## config.mk

```make
export PLATFORM = sky130hd
export DESIGN_NAME = dual_oc_breaker
export DESIGN_NICKNAME = d
export VERILOG_FILES = /design/src/rtl/obc_pkg.sv /design/src/rtl/obc_filter_timer.sv /design/src/rtl/obc_rail_guard.sv /design/src/rtl/obc_trip_latch.sv /design/src/rtl/dual_oc_breaker.sv
export SDC_FILE = /design/constraint.sdc
export NUM_CORES = 1
export LEC_CHECK = 0
export ABC_CLOCK_PERIOD_IN_PS = 3000
export CAP_MARGIN = 10
export CORE_MARGIN = 2
export CORE_UTILIZATION = 55
export CTS_CLUSTER_SIZE = 25
export DETAILED_ROUTE_END_ITERATION = 12
export PLACE_DENSITY = 0.82
export SLEW_MARGIN = 20
export SYNTH_ARGS = -nofsm -noshare
export SYNTH_HDL_FRONTEND = slang
export SYNTH_SLANG_ARGS = --single-unit
```

## constraint.sdc

```tcl
create_clock -name clk -period 3 [get_ports clk]
set_input_delay 0.3 -clock clk [delete_from_list [all_inputs] [get_ports clk]]
set_output_delay 0.3 -clock clk [all_outputs]
set_load 0.02 [all_outputs]
```

## src/rtl/obc_pkg.sv

```systemverilog
package obc_pkg;

  typedef enum logic [2:0] {
    CAUSE_NONE  = 3'd0,
    CAUSE_SLOW  = 3'd1,
    CAUSE_FAST  = 3'd2,
    CAUSE_UV    = 3'd3,
    CAUSE_THERM = 3'd4
  } cause_e;

  typedef enum logic [1:0] {
    FSEL_OFF  = 2'd0,
    FSEL_LOW  = 2'd1,
    FSEL_HIGH = 2'd2,
    FSEL_OFF3 = 2'd3
  } fsel_e;

  // choose which fast-trip comparator output counts
  function automatic logic fast_pick(logic [1:0] sel, logic lo, logic hi);
    case (fsel_e'(sel))
      FSEL_LOW:  return lo;
      FSEL_HIGH: return hi;
      default:   return 1'b0;
    endcase
  endfunction

  // filter window complete: flag still high and count reached the limit
  function automatic logic filt_done(logic flag, logic [31:0] cnt, logic [31:0] lim);
    return flag && (cnt >= lim);
  endfunction

endpackage

```

## src/rtl/obc_filter_timer.sv

```systemverilog
module obc_filter_timer #(
  parameter int CNT_W = 16
) (
  input  logic             clk,
  input  logic             rst_n,
  input  logic             lim_hit,
  input  logic             hold,
  input  logic [CNT_W-1:0] limit,
  output logic             expired
);
  import obc_pkg::*;

  logic [CNT_W-1:0] cnt;

  always_ff @(posedge clk or negedge rst_n) begin
    if (!rst_n)                cnt <= '0;
    else if (hold || !lim_hit) cnt <= '0;
    else if (cnt < limit)      cnt <= cnt + 1'b1;
  end

  assign expired = !hold && filt_done(lim_hit, 32'(cnt), 32'(limit));


  cnt_restart_chk: assert property (@(posedge clk) disable iff (!rst_n)
    (cnt != '0) |-> $past(lim_hit));

endmodule

```

## src/rtl/obc_rail_guard.sv

```systemverilog
module obc_rail_guard #(
  parameter int CNT_W = 16
) (
  input  logic             clk,
  input  logic             rst_n,
  input  logic [CNT_W-1:0] limit,
  input  logic [1:0]       fast_sel,
  input  logic             lim_hit,
  input  logic             fast_lo,
  input  logic             fast_hi,
  input  logic             bypass,
  input  logic             tripped,
  output logic             in_limit,
  output logic             slow_fire,
  output logic             fast_fire
);
  import obc_pkg::*;

  logic hold;
  assign hold = bypass || tripped;

  obc_filter_timer #(.CNT_W(CNT_W)) u_timer (
    .clk     (clk),
    .rst_n   (rst_n),
    .lim_hit (lim_hit),
    .hold    (hold),
    .limit   (limit),
    .expired (slow_fire)
  );

  assign fast_fire = !bypass && fast_pick(fast_sel, fast_lo, fast_hi);
  assign in_limit  = lim_hit && !hold;

endmodule

```

## src/rtl/obc_trip_latch.sv

```systemverilog
module obc_trip_latch #(
  parameter int NUM_RAILS = 2,
  localparam int RAIL_W = (NUM_RAILS > 1) ? $clog2(NUM_RAILS) : 1
) (
  input  logic                 clk,
  input  logic                 rst_n,
  input  logic                 therm_v,
  input  logic                 uv_v,
  input  logic [NUM_RAILS-1:0] fast_v,
  input  logic [NUM_RAILS-1:0] slow_v,
  input  logic                 clr,
  output logic                 trip,
  output logic [2:0]           cause,
  output logic [RAIL_W-1:0]    rail
);
  import obc_pkg::*;

  logic              live_fault, any_fault;
  cause_e            nxt_cause;
  logic [RAIL_W-1:0] nxt_rail, fast_idx, slow_idx;

  assign live_fault = therm_v || uv_v || (|fast_v);
  assign any_fault  = live_fault || (|slow_v);

  always_comb begin
    fast_idx = '0;
    slow_idx = '0;
    for (int i = NUM_RAILS - 1; i >= 0; i--) begin
      if (fast_v[i]) fast_idx = RAIL_W'(i);
      if (slow_v[i]) slow_idx = RAIL_W'(i);
    end
  end

  always_comb begin
    nxt_cause = CAUSE_NONE;
    nxt_rail  = '0;
    if (therm_v)           nxt_cause = CAUSE_THERM;
    else if (uv_v)         nxt_cause = CAUSE_UV;
    else if (|fast_v) begin
      nxt_cause = CAUSE_FAST;
      nxt_rail  = fast_idx;
    end else if (|slow_v) begin
      nxt_cause = CAUSE_SLOW;
      nxt_rail  = slow_idx;
    end
  end

  always_ff @(posedge clk or negedge rst_n) begin
    if (!rst_n) begin
      trip  <= 1'b0;
      cause <= CAUSE_NONE;
      rail  <= '0;
    end else if (trip) begin
      if (clr && !live_fault) begin
        trip  <= 1'b0;
        cause <= CAUSE_NONE;
        rail  <= '0;
      end
    end else if (any_fault) begin
      trip  <= 1'b1;
      cause <= nxt_cause;
      rail  <= nxt_rail;
    end
  end


  latch_hold_chk: assert property (@(posedge clk) disable iff (!rst_n)
    (trip && !clr) |=> trip);


  clr_block_chk: assert property (@(posedge clk) disable iff (!rst_n)
    (trip && live_fault) |=> (trip && $stable(cause)));


  cause_set_chk: assert property (@(posedge clk) disable iff (!rst_n)
    $rose(trip) |-> (cause != CAUSE_NONE));


  cause_hold_chk: assert property (@(posedge clk) disable iff (!rst_n)
    (trip && $past(trip)) |-> ($stable(cause) && $stable(rail)));

endmodule

```

## src/rtl/dual_oc_breaker.sv

```systemverilog
module dual_oc_breaker #(
  parameter int NUM_RAILS = 2,
  parameter int CNT_W     = 16,
  localparam int RAIL_W   = (NUM_RAILS > 1) ? $clog2(NUM_RAILS) : 1
) (
  input  logic                 clk,
  input  logic                 rst_n,
  input  logic [CNT_W-1:0]     filt_limit,
  input  logic [1:0]           fast_sel,
  input  logic [NUM_RAILS-1:0] lim_hit,
  input  logic [NUM_RAILS-1:0] fast_lo_hit,
  input  logic [NUM_RAILS-1:0] fast_hi_hit,
  input  logic                 therm_flt,
  input  logic                 uv_flt,
  input  logic                 bypass,
  input  logic                 clr,
  output logic [NUM_RAILS-1:0] in_limit,
  output logic [NUM_RAILS-1:0] rail_off,
  output logic                 brk_trip,
  output logic [2:0]           trip_cause,
  output logic [RAIL_W-1:0]    trip_rail
);

  logic [NUM_RAILS-1:0] slow_fire, fast_fire;
  logic                 uv_v;

  assign uv_v = uv_flt && !bypass;

  for (genvar g = 0; g < NUM_RAILS; g++) begin : g_rail
    obc_rail_guard #(.CNT_W(CNT_W)) u_guard (
      .clk       (clk),
      .rst_n     (rst_n),
      .limit     (filt_limit),
      .fast_sel  (fast_sel),
      .lim_hit   (lim_hit[g]),
      .fast_lo   (fast_lo_hit[g]),
      .fast_hi   (fast_hi_hit[g]),
      .bypass    (bypass),
      .tripped   (brk_trip),
      .in_limit  (in_limit[g]),
      .slow_fire (slow_fire[g]),
      .fast_fire (fast_fire[g])
    );
  end

  obc_trip_latch #(.NUM_RAILS(NUM_RAILS)) u_latch (
    .clk     (clk),
    .rst_n   (rst_n),
    .therm_v (therm_flt),
    .uv_v    (uv_v),
    .fast_v  (fast_fire),
    .slow_v  (slow_fire),
    .clr     (clr),
    .trip    (brk_trip),
    .cause   (trip_cause),
    .rail    (trip_rail)
  );

  assign rail_off = {NUM_RAILS{brk_trip}};


  therm_trip_chk: assert property (@(posedge clk) disable iff (!rst_n)
    therm_flt |=> brk_trip);


  bypass_quiet_chk: assert property (@(posedge clk) disable iff (!rst_n)
    (bypass && !therm_flt && !brk_trip) |=> !brk_trip);


  uv_trip_chk: assert property (@(posedge clk) disable iff (!rst_n)
    (uv_flt && !bypass) |=> brk_trip);

endmodule

```

Yosys cells after proc, flatten, opt, wreduce, memory -nomap -nowiden
Index checks and enable logic that the tools add are counted.
{ "totals": {"latchBits": 0, "word_cells": 68, "rom_bits": 0, "mem_bits_rw": 0, "memories": 0, "ff_bits": 37} }
{ "classes": {"order_cmp": 4, "n_eq_ne": 3, "bitwise": 0, "muxes": 27, "multipliers": 0, "div_mod_pow": 0, "reduce_logical": 27, "shift": 0, "n_addsub": 2} }
{ "ops": {"columns": ["operator", "n"], "rows": [
  ["2-to-1 mux 16 bit", 4],
  ["adder 16 x 1 -> 16 bit (second input constant)", 2],
  ["greater-or-equal comparator 16 bit", 2],
  ["< comparator 16 bit", 2],
  ["2-to-1 mux 3 bit", 6],
  ["2-to-1 mux 1 bit", 15],
  ["logical AND 1 bit", 10],
  ["logical OR 1 bit", 6],
  ["nonzero test 2 bit", 3],
  ["zero test 1 bit", 5],
  ["case mux 1 bit (2 select lines)", 2],
  ["OR reduction 2 bit", 2],
  ["equality test 2 x 1 -> 1 bit (second input constant)", 1],
  ["equality test 2 bit (second input constant)", 1],
  ["!= test 2 bit (second input constant)", 1],
  ["AND reduction 2 bit", 1]
]} }

Logic depth before layout (Yosys ltp)
Gate-level depths: netlist (run 1).
{ "depth": {"ltp_word": 11, "depth_mapped": 10} }

By module
From an unflattened synthesis (run 1), not the netlist that was laid out.
{ "hier_totals": {"hier_cells": 348, "hier_area_um2": 2904.0} }
{ "modules_own_cells": {"columns": ["mod", "area_per_inst_um2", "instances", "cells_per_inst"], "rows": [
  ["obc_filter_timer at g_rail[1].u_guard.u_timer", 1249.9, 1, 149],
  ["obc_filter_timer at g_rail[0].u_guard.u_timer", 1234.9, 1, 150],
  ["obc_trip_latch", 262.8, 1, 28],
  ["obc_rail_guard", 63.8, 2, 9],
  ["dual_oc_breaker", 28.8, 1, 3]
]} }

Worst setup path after synthesis (run 1)
No wires, ideal clock.
{ "synth_timing": {"path_kind": "flip-flop to flip-flop", "from": "reg g_rail[0].u_guard.u_timer.cnt[13]", "to": "reg g_rail[0].u_guard.u_timer.cnt[10]", "arrival_ns": 2.261, "path_slack_ns": 0.607, "setup_ns": 0.132, "stages_incl_launch_ff": 9, "path_cell_list": "dfrtp_1 -> ha_1 -> and4_4 -> a221o_1 -> or3_1 -> buf_2 -> or3_1 -> xor2_1 -> nor2_1"} }
{ "synth_via": {"elab_chain_len": 2} }
{ "synth_lines": {"columns": ["element", "line_no", "source"], "rows": [
  ["start, declared", "obc_filter_timer.sv:13", "logic [CNT_W-1:0] cnt;"],
  ["start signal, assigned", "obc_filter_timer.sv:18", "else if (cnt < limit) cnt <= cnt + 1'b1;"],
  ["< comparator 16 bit", "obc_filter_timer.sv:18", null],
  ["nonzero test 2 bit (no source line)", null, null]
]} }
No other way between the ends.
A chain may end at the register's enable or synchronous reset.

Final worst setup path (run 1)
{ "layout_timing": {"from": "in filt_limit[13]", "to": "reg u_latch.cause[0]"} }
{ "layout_via": {"elab_chain_len": 10} }
{ "layout_lines": {"columns": ["element", "line_no", "source"], "rows": [
  ["start, declared", "dual_oc_breaker.sv:8", "input logic [CNT_W-1:0] filt_limit,"],
  ["greater-or-equal comparator 16 bit", "obc_pkg.sv:29", "return flag && (cnt >= lim);"],
  ["logical AND 1 bit", "obc_pkg.sv:29", null],
  ["logical AND 1 bit", "obc_filter_timer.sv:21", "assign expired = !hold && filt_done(lim_hit, 32'(cnt), 32'(limit));"],
  ["OR reduction 2 bit *", "obc_trip_latch.sv:23, obc_trip_latch.sv:42", null],
  ["2-to-1 mux 1 bit", "obc_trip_latch.sv:42", "end else if (|slow_v) begin"],
  ["2-to-1 mux 3 bit", "obc_trip_latch.sv:39", "else if (|fast_v) begin"],
  ["2-to-1 mux 3 bit", "obc_trip_latch.sv:38", "else if (uv_v) nxt_cause = CAUSE_UV;"],
  ["2-to-1 mux 3 bit", "obc_trip_latch.sv:37", "if (therm_v) nxt_cause = CAUSE_THERM;"],
  ["2-to-1 mux 3 bit", "obc_trip_latch.sv:59", "end else if (any_fault) begin"],
  ["2-to-1 mux 3 bit", "obc_trip_latch.sv:53", "end else if (trip) begin"],
  ["end signal, assigned", "obc_trip_latch.sv:61", "cause <= nxt_cause;"],
  ["end, declared", "obc_trip_latch.sv:13", "output logic [2:0] cause,"]
]} }
Every way passes the cells marked *; elsewhere a longest branch is shown, timed or not. The select of a mux whose other input is x is not followed.

==> run summary, run 1 <==
outcome: finished clean
class of the tightest hold or removal check: input port to asynchronous set/reset pin
required time worst endpoint: 3230 ps
critical path class: input port to flip-flop
worst slack at placement: 29.0 ps
routed length per placed instance: 14.0 µm
cells on worst reg2reg path: 9
Boundary Pins: 39
most frequent cells in the layout: 38 x nor2_1, 37 x dfrtp_1, 37 x clkdlybuf4s50_1
slew at the pin with the worst max-slew slack: 811 ps
total congestion overflow after global routing: 0
number of rows in the core area: 25
post-route fraction of the period consumed by the critical path: 0.891
signed area change from the synthesized netlist to the final layout: 20.8%
Resized cells post-CTS: 0
Setup violations, final: 0
crit path from: filt_limit[13]
largest fanout of any net on the critical path: 4
post-layout worst setup margin: 326 ps
first-pass GRT wire length: 9790 µm
most common cell after layout, fill and taps aside: nor2_1
number of antenna violations at the first check in global routing: 0
cell at the root of the clock tree: clkbuf_8
maximum root-to-sink buffer count: 2
height of the die: 73.8 µm
buffer count from post-CTS setup fixing: 0
Primary FF master, synth: dfrtp_1
Yosys warnings: 0
final core area utilization: 0.686
overall power: 1.11 mW
HPWL after detailed placement: 4410 µm
final number of hold-violating endpoints: 0
number of storage elements in the synthesis netlist: 37
vias per cell: 5.57
total DRC errors in the routed layout: 0
mean cell area of the mapped netlist: 8.97 µm²
Worst R2R End: u_latch.cause[0]
placed inst area: 0.00313 mm²
GP Congestion: 0.801
count of flip-flops with a built-in enable after synthesis: 0
post-synthesis instance area: 0.00268 mm²
wirelength, routed: 5710 µm
startpoint of the lowest-slack register-to-register path: g_rail[1].u_guard.u_timer.cnt[0]
area occupied by multi-input gates: 0.00161 mm²
Slew Viols, Final: 0
via count of the first global-routing pass: 2189
clock tree from TritonCTS: yes
maximum single-stage delay on the critical path: 450 ps
Buf/Inv on CP: 2
Total Neg Setup Slack: 0 ps
worst setup slack for register-to-register paths: 430 ps
fraction of registers with async set or reset after synthesis: 1.00
FMAX: 374 MHz
RSZ-0062 raised after global routing: no
arrival time of the worst setup path: 2900 ps
Design Area, Final: 0.00324 mm²
tightest hold margin: 87.0 ps
MaxCap Viol Count: 0
synthesized instance count: 299
number of H-tree branching levels: 2
worst path cell trace: clkdlybuf4s50_1 -> inv_1 -> ha_1 -> and4_4 -> a221o_1 -> nor4_1 -> o21ai_0 -> o31ai_1 -> a22o_1
detailed-routing iteration count for the pre-antenna-repair pass: 4
core box area: 0.00472 mm²
number of distinct library cells after synthesis: 43
slew margin rel.: 0.459
placed cell count: 399
number of nets at the end of the flow: 405
fill count: 405
count of vias placed by the detailed router: 2265
Worst Setup Start Kind: input port
Peak supply drop: 0.216 mV
initial standard-cell utilization of the core: 0.568
number of standard cells in the final layout excluding fillers: 407
number of buffers created by CTS: 5
critical path capture point type: flip-flop
Tot GR Track Use: 0.233
static leakage: 1.50 nW
count of nets left with antenna violations after detail routing: 0
CP Capture Point: u_latch.cause[0]
CTS Sinks: 37
number of gates on the worst path with buffers counted: 9
share of final-layout standard cells stronger than drive strength 1: 0.0529
pwr dens: 341 mW/mm²
cell with the biggest individual delay on the critical path: clkdlybuf4s50_1
cts hold-fix bufs: 0
Register Area: 926 µm²
buffers added on ports: 38
clock skew after layout: 8.50 ps
sequential element share of the synthesized area: 0.345
ANT cells: 0
CP delay by family, top: compound AO/OA/AOI/OAI gates
worst-skew pair later-pin latency: 290 ps
initial drt markers: 109
largest net degree at the start of global routing: 38
total die area: 0.00545 mm²
min Tclk post-route: 2670 ps
width of the chip: 73.8 µm
clock transition at the register clock pins on the worst setup and hold paths after CTS: 80 ps
Post-Syn Nets: 365
## layer usage
metal	global-route usage	up-vias	part of all wire
met5	0	-	0
li1	-	1138	-
met2	0.385	67	0.46
met1	0.308	1054	0.46
met3	0.0562	6	0.066
met4	0.0566	0	0.0098
## power breakdown
part,total [mW],switching [mW],internal (mW),leakage (nW)
Clock,0.445,0.174,0.271,0.0585
Sequential,0.513,0.00727,0.506,0.511
Combinational,0.147,0.0714,0.0760,0.935
Total,1.11,0.253,0.853,1.50
## cell usage after synthesis (all sizes together) (3+ instances only)
library cell	instances	share of area
a21oi	15	0.028
a22o	3	0.0098
and3	8	0.019
and4	4	0.014
buf	7	0.016
clkbuf	3	0.0042
dfrtp	37	0.35
ha	36	0.17
inv	24	0.034
nand2	18	0.025
nand2b	3	0.0070
nand3	10	0.019
nand4	12	0.028
nor2	38	0.053
nor3	8	0.015
nor4	4	0.0093
o211ai	4	0.011
o21ai	9	0.017
or3	3	0.0070
xnor2	13	0.042
xor2	16	0.052
## worst min path at each step
stage / end / cells past startpoint
2_1_floorplan: g_rail[0].u_guard.u_timer.cnt[0] / 0
3_3_place_gp: g_rail[1].u_guard.u_timer.cnt[2] / 1
3_5_place_dp: g_rail[1].u_guard.u_timer.cnt[0] / 1
4_1_cts: g_rail[1].u_guard.u_timer.cnt[0] / 1
5_1_grt: g_rail[1].u_guard.u_timer.cnt[4] / 1
6_report: g_rail[1].u_guard.u_timer.cnt[4] / 1
## flip-flops by register name, indices dropped and copies added (netlist names)
register                    flops
u_latch.cause                   3
u_latch.rail                    1
u_latch.trip                    1
g_rail.u_guard.u_timer.cnt     32
## logic make-up after synthesis
| logic type | Yosys count | share of synthesized area |
|---|---|---|
| AOI/OAI and AO/OA | 46 | 0.113 |
| xor gates and xnor gates | 29 | 0.0947 |
| adders and majority gates | 36 | 0.168 |
| buffers and inverters | 34 | 0.0536 |
| DFF | 37 | 0.345 |
| muxes | 1 | 0.00373 |
| and+or+nand+nor | 116 | 0.222 |
## area by class of cell
class                   instances  area share
inverters                      24      0.0278
clock inverters                 1     0.00926
well taps                      67      0.0259
flip-flops and latches         37       0.286
clock buffers                   7      0.0266
multi-input cells             228       0.497
repair buffers                 43       0.127
Note: power is estimated with default switching activity, not from simulation.
==> run 2: changes to the inputs <==
SETUP_SLACK_MARGIN = 0.1   (was unset)
==> run 2 against run 1 <==
Compared with the run above: fmax up 0.34%; sequential power about the same; largest power group unchanged; clock skew about the same; combinational power about the same; sequential share of layout area down 0.099 points.
==> run summary, run 2 (synthesis results as in run 1) <==
Slew Viols, Final: 0
routed length per placed instance: 14.0 µm
static leakage: 1.50 nW
placed cell count: 399
slew at the pin with the worst max-slew slack: 811 ps
number of antenna violations at the first check in global routing: 0
count of nets left with antenna violations after detail routing: 0
largest registers ranked by flip-flop count: g_rail.u_guard.u_timer.cnt (32), u_latch.cause (3)
wirelength, routed: 5710 µm
MaxCap Viol Count: 0
min Tclk post-route: 2670 ps
maximum single-stage delay on the critical path: 580 ps
worst-skew pair later-pin latency: 290 ps
total die area: 0.00545 mm²
class of the tightest hold or removal check: input port to asynchronous set/reset pin
CTS Sinks: 37
post-route fraction of the period consumed by the critical path: 0.888
critical path class: input port to flip-flop
cell with the biggest individual delay on the critical path: or4_1
number of nets at the end of the flow: 405
number of standard cells in the final layout excluding fillers: 407
number of rows in the core area: 25
required time worst endpoint: 3180 ps
Buf/Inv on CP: 2
most common cell after layout, fill and taps aside: nor2_1
arrival time of the worst setup path: 2840 ps
buffers added on ports: 38
total DRC errors in the routed layout: 0
HPWL after detailed placement: 4410 µm
clock skew after layout: 8.41 ps
largest net degree at the start of global routing: 38
clock tree from TritonCTS: yes
flip-flop count of the largest register after layout: 32
number of H-tree branching levels: 2
number of buffers created by CTS: 5
detailed-routing iteration count for the pre-antenna-repair pass: 4
ANT cells: 0
Tot GR Track Use: 0.233
initial standard-cell utilization of the core: 0.568
slew margin rel.: 0.460
total congestion overflow after global routing: 0
core box area: 0.00472 mm²
FMAX: 375 MHz
width of the chip: 73.8 µm
largest fanout of any net on the critical path: 8
clock transition at the register clock pins on the worst setup and hold paths after CTS: 80 ps
Boundary Pins: 39
vias per cell: 5.57
GP Congestion: 0.801
worst path cell trace: clkdlybuf4s50_1 -> inv_1 -> ha_1 -> nand4_1 -> or4_1 -> a21oi_1 -> o31a_2 -> and4bb_2 -> xnor2_1 -> nor2_1
cell at the root of the clock tree: clkbuf_8
via count of the first global-routing pass: 2189
final number of hold-violating endpoints: 0
first-pass GRT wire length: 9790 µm
count of vias placed by the detailed router: 2266
Biggest register: g_rail.u_guard.u_timer.cnt
RSZ-0062 raised after global routing: no
outcome: finished clean
Total Neg Setup Slack: 0 ps
signed area change from the synthesized netlist to the final layout: 21.3%
Setup violations, final: 0
Peak supply drop: 0.216 mV
height of the die: 73.8 µm
critical path capture point type: flip-flop
initial drt markers: 104
pwr dens: 340 mW/mm²
CP delay by family, top: simple AND/OR/NAND/NOR gates
worst slack at placement: 29.0 ps
Worst Setup Start Kind: input port
cts hold-fix bufs: 0
most frequent cells in the layout: 38 x nor2_1, 37 x dfrtp_1, 37 x clkdlybuf4s50_1
maximum root-to-sink buffer count: 2
post-layout worst setup margin: 335 ps
share of final-layout standard cells stronger than drive strength 1: 0.0588
[run 2: through the flow]
step           area (µm²)  hold slack [ps]  utilization  total power, mW
3_5_place_dp         3130              455        0.662            0.672
4_1_cts              3240              130        0.686             1.11
2_1_floorplan        2680             4.41            -            0.592
5_1_grt              3250              177        0.689             1.15
3_3_place_gp         3130              444        0.662            0.668
6_report             3250             86.6        0.689             1.11
[run 2: repair_timing]
item	CTS	global route
setup buffers	0	0
setup endpoints to repair	0	5
gates resized for setup	0	2
[run 2: final timing paths]
kind | cells after the start | end | slack (ps) | startpoint
setup / recovery | 10 | g_rail[1].u_guard.u_timer.cnt[15] | 330 | filt_limit[15]
min in group clk | 1 | u_latch.rail | 500 | u_latch.rail
hold reg to reg | 1 | u_latch.rail | 500 | u_latch.rail
hold / removal | 1 | g_rail[1].u_guard.u_timer.cnt[4] | 90 | rst_n
setup reg to reg | 8 | g_rail[1].u_guard.u_timer.cnt[15] | 450 | g_rail[1].u_guard.u_timer.cnt[13]
max in group asynchronous | 1 | g_rail[0].u_guard.u_timer.cnt[8] | 2380 | rst_n
[run 2: final cells by class]
type	instances	area (µm²)
clock buffers	7	86.3
clock inverters	1	30.0
fillers	403	1470
inverters	24	90.1
multi-input cells	228	1620
flip-flops and latches	37	926
well taps	67	83.8
repair buffers	43	413
[run 2: where the power goes]
group          switching [mW]  total [mW]  internal [mW]
Clock                   0.175       0.446          0.271
Combinational          0.0717       0.148         0.0765
Sequential            0.00752       0.513          0.506
[run 2: per-layer routing]
metal | up-vias | wire, µm | global-route usage
li1 | 1139 | - | -
met1 | 1058 | 2630 | 0.308
met2 | 63 | 2660 | 0.385
met3 | 6 | 368 | 0.0562
met4 | 0 | 56 | 0.0566
met5 | - | 0 | 0
